**src/rtl/lpm_pkg.sv**
```systemverilog
package lpm_pkg;

    typedef enum logic [2:0] {
        ST_RUN,
        ST_SLEEP,
        ST_STBY_WAIT,
        ST_STBY,
        ST_SETTLE
    } lpm_state_e;

    typedef struct packed {
        logic       halt;
        logic       pclk_en;
        logic       ext_en;
        logic [1:0] status;
    } lpm_out_t;

    localparam logic [1:0] STAT_RUN     = 2'b00;
    localparam logic [1:0] STAT_SLEEP   = 2'b10;
    localparam logic [1:0] STAT_REFRESH = 2'b00;
    localparam logic [1:0] STAT_STBY    = 2'b11;

    function automatic lpm_out_t decode_out(lpm_state_e st, logic refresh);
        lpm_out_t o;
        o = '{halt: 1'b0, pclk_en: 1'b1, ext_en: 1'b1, status: STAT_RUN};
        case (st)
            ST_RUN: ;
            ST_SLEEP, ST_STBY_WAIT: begin
                o.halt   = 1'b1;
                o.status = refresh ? STAT_REFRESH : STAT_SLEEP;
            end
            ST_STBY: begin
                o.halt    = 1'b1;
                o.pclk_en = 1'b0;
                o.ext_en  = 1'b0;
                o.status  = STAT_STBY;
            end
            ST_SETTLE: begin
                o.halt   = 1'b1;
                o.status = STAT_STBY;
            end
            default: ;
        endcase
        return o;
    endfunction

endpackage

```
**src/rtl/lpm_irq_pick.sv**
```systemverilog
module lpm_irq_pick #(
    parameter int NSRC     = 4,
    parameter int EVT_W    = 12,
    parameter int EVT_BASE = 'h1C0,
    parameter int EVT_STEP = 'h20
) (
    input  logic [NSRC-1:0]  irq_i,
    output logic             any_o,
    output logic [EVT_W-1:0] code_o
);

    logic [EVT_W-1:0] code_tab [NSRC];

    for (genvar g = 0; g < NSRC; g++) begin : g_code
        assign code_tab[g] = EVT_W'(EVT_BASE + g * EVT_STEP);
    end

    always_comb begin
        any_o  = |irq_i;
        code_o = '0;
        for (int i = NSRC - 1; i >= 0; i--) begin
            if (irq_i[i]) code_o = code_tab[i];
        end
    end

endmodule

```
**src/rtl/lpm_settle_cnt.sv**
```systemverilog
module lpm_settle_cnt #(
    parameter int SETTLE_CYC = 8
) (
    input  logic clk,
    input  logic rst,
    input  logic clr_i,
    input  logic run_i,
    output logic done_o
);

    localparam int CW = $clog2(SETTLE_CYC + 1);

    logic [CW-1:0] cnt;

    always_ff @(posedge clk) begin
        if (rst || clr_i)  cnt <= '0;
        else if (run_i)    cnt <= cnt + 1'b1;
    end

    assign done_o = (cnt == CW'(SETTLE_CYC - 1));

endmodule

```
**src/rtl/lpm_ctrl.sv**
```systemverilog
module lpm_ctrl
    import lpm_pkg::*;
#(
    parameter int NSRC       = 4,
    parameter int EVT_W      = 12,
    parameter int EVT_BASE   = 'h1C0,
    parameter int EVT_STEP   = 'h20,
    parameter int SETTLE_CYC = 8
) (
    input  logic             clk,
    input  logic             rst,
    input  logic             mrst_i,
    input  logic             sleep_exec_i,
    input  logic             stby_we_i,
    input  logic             stby_wd_i,
    input  logic             refresh_i,
    input  logic [NSRC-1:0]  irq_i,
    output logic             cpu_halt_o,
    output logic             pclk_en_o,
    output logic             ext_clk_en_o,
    output logic             periph_rst_o,
    output logic [1:0]       status_o,
    output logic [EVT_W-1:0] intevt_o,
    output logic             wake_o
);

    lpm_state_e       state, nxt;
    logic             any_rst;
    logic             stby_bit;
    logic             irq_any;
    logic [EVT_W-1:0] irq_code;
    logic             settle_done;
    logic             enter_stby, wake_ev, capture;
    logic             prst_q, wake_q;
    lpm_out_t         outs;

    assign any_rst = rst | mrst_i;

    lpm_irq_pick #(
        .NSRC(NSRC), .EVT_W(EVT_W), .EVT_BASE(EVT_BASE), .EVT_STEP(EVT_STEP)
    ) u_pick (
        .irq_i (irq_i),
        .any_o (irq_any),
        .code_o(irq_code)
    );

    lpm_settle_cnt #(.SETTLE_CYC(SETTLE_CYC)) u_settle (
        .clk   (clk),
        .rst   (any_rst),
        .clr_i (state != ST_SETTLE),
        .run_i (state == ST_SETTLE),
        .done_o(settle_done)
    );

    always_comb begin
        nxt = state;
        case (state)
            ST_RUN:
                if (sleep_exec_i) begin
                    if (!stby_bit)      nxt = ST_SLEEP;
                    else if (refresh_i) nxt = ST_STBY_WAIT;
                    else                nxt = ST_STBY;
                end
            ST_SLEEP:     if (irq_any)     nxt = ST_RUN;
            ST_STBY_WAIT: if (!refresh_i)  nxt = ST_STBY;
            ST_STBY:      if (irq_any)     nxt = ST_SETTLE;
            ST_SETTLE:    if (settle_done) nxt = ST_RUN;
            default:                       nxt = ST_RUN;
        endcase
    end

    assign enter_stby = (state != ST_STBY) && (nxt == ST_STBY);
    assign wake_ev    = ((state == ST_SLEEP) && irq_any) ||
                        ((state == ST_SETTLE) && settle_done);
    assign capture    = ((state == ST_SLEEP) || (state == ST_STBY)) && irq_any;

    always_ff @(posedge clk) begin
        if (any_rst) begin
            state    <= ST_RUN;
            stby_bit <= 1'b0;
            prst_q   <= 1'b0;
            wake_q   <= 1'b0;
            intevt_o <= '0;
        end else begin
            state  <= nxt;
            prst_q <= enter_stby;
            wake_q <= wake_ev;
            if (stby_we_i) stby_bit <= stby_wd_i;
            if (capture)   intevt_o <= irq_code;
        end
    end

    assign outs         = decode_out(state, refresh_i);
    assign cpu_halt_o   = outs.halt;
    assign pclk_en_o    = outs.pclk_en;
    assign ext_clk_en_o = outs.ext_en;
    assign status_o     = outs.status;
    assign periph_rst_o = prst_q;
    assign wake_o       = wake_q;

endmodule

```
**config.mk**
```make
export PLATFORM = sky130hd
export DESIGN_NAME = lpm_ctrl
export DESIGN_NICKNAME = d
export VERILOG_FILES = /design/src/rtl/lpm_pkg.sv /design/src/rtl/lpm_irq_pick.sv /design/src/rtl/lpm_settle_cnt.sv /design/src/rtl/lpm_ctrl.sv
export SDC_FILE = /design/constraint.sdc
export NUM_CORES = 1
export LEC_CHECK = 0
export BUFFER_PORTS_ARGS = -buffer_cell sky130_fd_sc_hd__buf_2
export CAP_MARGIN = 0
export CORE_ASPECT_RATIO = 1.2
export CORE_UTILIZATION = 45
export DETAILED_ROUTE_END_ITERATION = 7
export PLACE_DENSITY = 0.7
export SKIP_CTS_REPAIR_TIMING = 1
export SLEW_MARGIN = 5
export SYNTH_ARGS = -nofsm -noshare
export SYNTH_HDL_FRONTEND = slang
export SYNTH_HIERARCHICAL = 1
export SYNTH_SLANG_ARGS = --single-unit
export TNS_END_PERCENT = 10
```
**constraint.sdc**
```tcl
create_clock -name clk -period 2.4 [get_ports clk]
set_clock_uncertainty 0.2 [all_clocks]
set_input_delay 0.24 -clock clk [delete_from_list [all_inputs] [get_ports clk]]
set_output_delay 0.24 -clock clk [all_outputs]
set_load 0.005 [all_outputs]
```
---- Word-level counts from Yosys, hierarchy flattened ----
Cells that the tools add are included.
word-level totals
  register bits ........................... 22
  output and inout port bits .............. 19
  logic and storage cells ................. 44
cells by class
  $add $sub $neg .......................... 1
  eq/ne operators ......................... 8
  mux-type cells .......................... 16
  bitwise gates (word level) .............. 1
  reductions and logical operators ........ 12
operators by type and width
  kind                   number
  $mux W10               4
  $mux W3                5
  $pmux W3 S5            1
  $eq A3 B2 Y1 const B   3
  $reduce_or A4 Y1       2
  $mux W2                3
  $add A4 B1 Y4 const B  1
  $eq A4 B3 Y1 const B   1
  $logic_and A1 B1 Y1    4
  $pmux W2 S2            1
  $reduce_or A2 Y1       2
  $eq A3 B1 Y1 const B   1
  $eq A3 B3 Y1 const B   1
  $logic_not A3 Y1       1
  $logic_or A1 B1 Y1     3
  $ne A3 B2 Y1 const B   1
  $ne A3 B3 Y1 const B   1
  $mux W1                2
  $or A1 B1 Y1           1

---- Logic depth before layout (Yosys ltp) ----
  word-level depth ........................ 6
  gate-level depth with buffers ........... 6
  depth with buffers taken out ............ 5

---- Cells and area by module ----
Netlist, hierarchy kept.
modules (own cells, without submodules)
  module          instances  cells an instance  area each (um^2)
  lpm_ctrl        1          95                 770.7
  lpm_settle_cnt  1          19                 185.2
  lpm_irq_pick    1          17                 116.4

---- Worst setup path before layout ----
OpenSTA, ideal clock, no wires.
  path type ............................... register -> register
  from .................................... register state[1]
  to ...................................... register u_settle.cnt[2]
  library setup time ...................... 70 ps
  arrival ................................. 1717 ps
  setup slack ............................. 413 ps
  cell stages (with the launch flop) ...... 6
  path buffers ............................ 1
  clock period less this slack ............ 1987 ps
  path through ............................ dfxtp_1 -> clkbuf_1 -> nor3b_1 -> inv_1 -> or2_2 -> a21oi_1
on the way
  cells in the longest elaborated chain, start to end .. 2
  elaborated cells between the ends (all ways) .. 3
  classes of those cells .................. eq/ne (2); reduce/logical (1)
RTL lines
  what                    RTL line              RTL
  from (decl)             lpm_ctrl.sv:27        lpm_state_e state, nxt;
  from (signal assigned)  lpm_ctrl.sv:85        state <= nxt;
  $ne A3 B3 Y1            lpm_ctrl.sv:50        .clr_i (state != ST_SETTLE),
  $logic_or A1 B1 Y1      lpm_settle_cnt.sv:16  if (rst || clr_i) cnt <= '0;
  to (signal assigned)    lpm_settle_cnt.sv:17  else if (run_i) cnt <= cnt + 1'b1;
  to (decl)               lpm_settle_cnt.sv:13  logic [CW-1:0] cnt;
Parallel ways exist; a longest one is shown, timed or not.
A chain may end at the register's enable or synchronous reset.

---- Final worst setup path ----
  from .................................... register state[2]
  to ...................................... output status_o[1]
on the way
  cells in the longest elaborated chain, start to end .. 3
  elaborated cells between the ends (all ways) .. 7
  classes of those cells .................. eq/ne (4); mux (1); reduce/logical (2)
RTL lines
  what                                        RTL line        RTL
  $eq A3 B2 Y1, or another cell as far along  lpm_pkg.sv:26   case (st)
  $reduce_or A2 Y1, on equally long branches  -
  $pmux W2 S2 *                               lpm_pkg.sv:26
  to (decl)                                   lpm_ctrl.sv:22  output logic [1:0] status_o,
Mark *: on every way between the ends. The rest lies on a longest branch, timed or not.

==> reports/qor.yml <==
worstPathCellList: "nor3b_1, buf_4, inv_1, o21ai_0, buf_2"
cp-end-kind: "output pin"
hold_end: "stby_bit"
outcome: "finished, final reports clean"
ir_drop_v: 0.000327
remaining_drc_errors: 0
place_ws_ns: 0.638
core_um2: 2280
synth-simple-area-share_pct: 28.1
muxShareOfSynthArea_pct: 2.92
layout_min_cycle_time_ns: 1.99
synth_cell_type_count: 32
r2r_start: "state[2]"
synth-seq-cells: 22
worstPathArrival_ns: 1.55
setup_slack_ns: 0.413
clk_latency_ns: 0.29
cts_htree_levels: 1
yosysWarnings: 6
fin_nets: 169
clkTransAtPathRegs_ns: 0.11
die_w_um: 46.6
worstSetupStartpointType: "flip-flop"
synth_edf_count: 0
crit_required_ns: 1.96
postSynthCellCount: 131
setup_tns_ns: 0
fmax_ghz: 0.503
cts_sinks: 22
finalCritPeriodShare_pct: 82.8
via_count: 890
antenna_found_initial: 0
register_area_um2: 440
drive_gt1_share_pct: 25.8
slew_violations: 0
route.met2.wl_um: 942
reg2reg_slack_ns: 0.66
io_buffers: 29
seqPwrFrac_pct: 64.1
initial_core_util_pct: 47.0
hold_class: "in2reg"
dieHeight_um: 55.5
routabilityCongestion: 0.739
hold_slack_ns: 0.00604
dpl.hpwl_um: 1410
power.total_w: 0.000583
syn_avg_cell_area_um2: 8.19
grt_use_total_pct: 16.8
cts_root_buf: "clkbuf_4"
sw_frac_of_total_pct: 22.7
grt_max_degree: 14
dr.max_layer_used: "met4"
pin_count: 30
synthXorXnorAreaFrac_pct: 1.63
vias_per_cell: 4.78
ys.flop_type: "dfxtp_1"
p_sw_w: 0.000132
routedLengthMet1_um: 820
drtIter0Drc: 7
syn2layout_area_growth_pct: 13.1
min_path_cells: 3
yosys.area_share.adder_pct: 1.17
power_density_nw_per_um2: 481
cp_top_family: "flip-flops"
numCtsBuffers: 3
antenna_left: 0
cpMaxStageDelayCell: "dfxtp_1"
setup_viol: 0
grt_pass1_wl_um: 3230
p_clk_share_pct: 27.3
rows: 19
drt_pass1_iterations: 4
pwr-share-comb_pct: 8.6
clk_path_buf_depth: 2
power_leakage_nw: 0.517
max_stage_delay_ns: 0.53
startpoint: "state[2]"
multiInputGateArea_um2: 529
p_int_w: 0.000451
path_class: "reg2out"
synth_top_family_by_area: "simple AND/OR/NAND/NOR gates"
wl_met3_um: 73
cp_max_fo: 12
hold_viol: 0
drv_cap: 0
critPathBufInv: 3
synth_compound_area_share_pct: 13.1
reg2regPathDepth: 5
rsz0062_at_grt: "no"
mappedNetlistArea_um2: 1070
async_flop_share_pct: 0
grt-ovfl-total: 0
hold_start: "stby_we_i"
reg2reg_to: "u_settle/cnt[0]"
antennaDiodeCount: 0
n_fill_cell: 215
grt_pass1_vias: 794
dieArea_um2: 2580
synth-seq-area-share_pct: 41.1
cts_tree: "built"
wire_per_inst_um: 9.95
drt_wl_total_um: 1850
worst max-delay path by stage:
stage,slack [ns],end,cells after the start
after CTS,0.40,status_o[1],5
after detailed placement,0.64,intevt_o[6],6
final,0.41,status_o[1],5
after global placement,0.70,wake_o,6
after global routing,0.28,status_o[1],5
after floorplan,0.41,u_settle/cnt[2],5
layer usage:
metal | global-route usage [%] | vias to the layer above
met3 | 2.94 | 2
li1 | - | 466
met1 | 19.9 | 400
met4 | 6.30 | 0
met5 | 0 | -
met2 | 28.4 | 22
metrics by stage:
step | cell area [um2] | instances | util, %
finish | 1210 | 186 | 53.1
floorplan | 1090 | 137 | -
global route | 1210 | 186 | 53.1
CTS | 1200 | 185 | 52.7
detailed placement | 1180 | 182 | 51.7
global placement | 1180 | 182 | 51.7
synthesized netlist by cell type (all sizes together), types with 2 or more instances:
cell | count | area (um2)
a21oi | 19 | 95.1
buf | 15 | 106
clkbuf | 2 | 7.51
dfxtp | 22 | 440
inv | 3 | 11.3
mux2i | 2 | 20.0
nand2 | 27 | 101
nand2b | 6 | 45.0
nand3b | 3 | 22.5
nand4b | 2 | 17.5
nor2 | 9 | 33.8
nor3b | 3 | 22.5
or2 | 3 | 21.3
xnor2 | 2 | 17.5
state kept, by name, indices dropped and copies added, names as in the netlist:
name and flops:
intevt_o 12, periph_rst_o 1, state 3, stby_bit 1, u_settle/cnt 4, wake_o 1
cells by family after synthesis:
logic type / count (synthesis)
and+or+nand+nor: 58
adders and majority gates: 1
muxes: 3
AOI/OAI and AO/OA: 24
other: 1
buffers and inverters: 20
xor gates and xnor gates: 2
DFF: 22
cell usage in the layout, fill, tap and decap left out:
| cell | n |
|---|---|
| nor3b_1 | 3 |
| xnor2_1 | 2 |
| dlygate4sd3_1 | 1 |
| or2_4 | 1 |
| nand4_1 | 1 |
| nand4b_1 | 2 |
| nand2b_1 | 5 |
| buf_4 | 2 |
| or2_2 | 1 |
| or2_1 | 1 |
| buf_2 | 29 |
| nand3b_1 | 3 |
| a221oi_1 | 1 |
| ha_1 | 1 |
| or3_4 | 1 |
| mux2i_1 | 2 |
| inv_1 | 3 |
| mux2_1 | 1 |
| dfxtp_1 | 22 |
| nor3_1 | 1 |
| a21oi_1 | 19 |
| nor2_1 | 9 |
| o21ai_0 | 1 |
| nand2b_4 | 1 |
| nor2b_1 | 1 |
| a211oi_2 | 1 |
| clkbuf_4 | 3 |
| conb_1 | 7 |
| a21bo_2 | 1 |
| nand2_1 | 27 |
| a2bb2oi_1 | 1 |
| and3b_1 | 1 |
worst min-delay path, delay by kind of cell:
| kind | cells | cell delay, ns |
|---|---|---|
| buffers and inverters | 1 | 0.08 |
| and+or+nand+nor | 1 | 0.08 |
| muxes | 1 | 0.06 |
power by group through the flow:
stage / combinational [W] / clock [W] / sequential, W
4_1_cts: 0.0000492 / 0.000170 / 0.000374
3_5_place_dp: 0.0000490 / 0 / 0.000382
3_3_place_gp: 0.0000479 / 0 / 0.000382
6_report: 0.0000499 / 0.000159 / 0.000374
2_1_floorplan: 0.0000444 / 0 / 0.000380
5_1_grt: 0.0000579 / 0.000185 / 0.000375
final cells by class:
type                       count  area share (%)
multi-input combinational     95            43.7
sequential                    22            36.3
timing repair buffer          32            14.0
tap                           31            3.20
clock buffer                   3            1.86
inverter                       3           0.929
No activity file was read; power rests on OpenSTA's default activity.
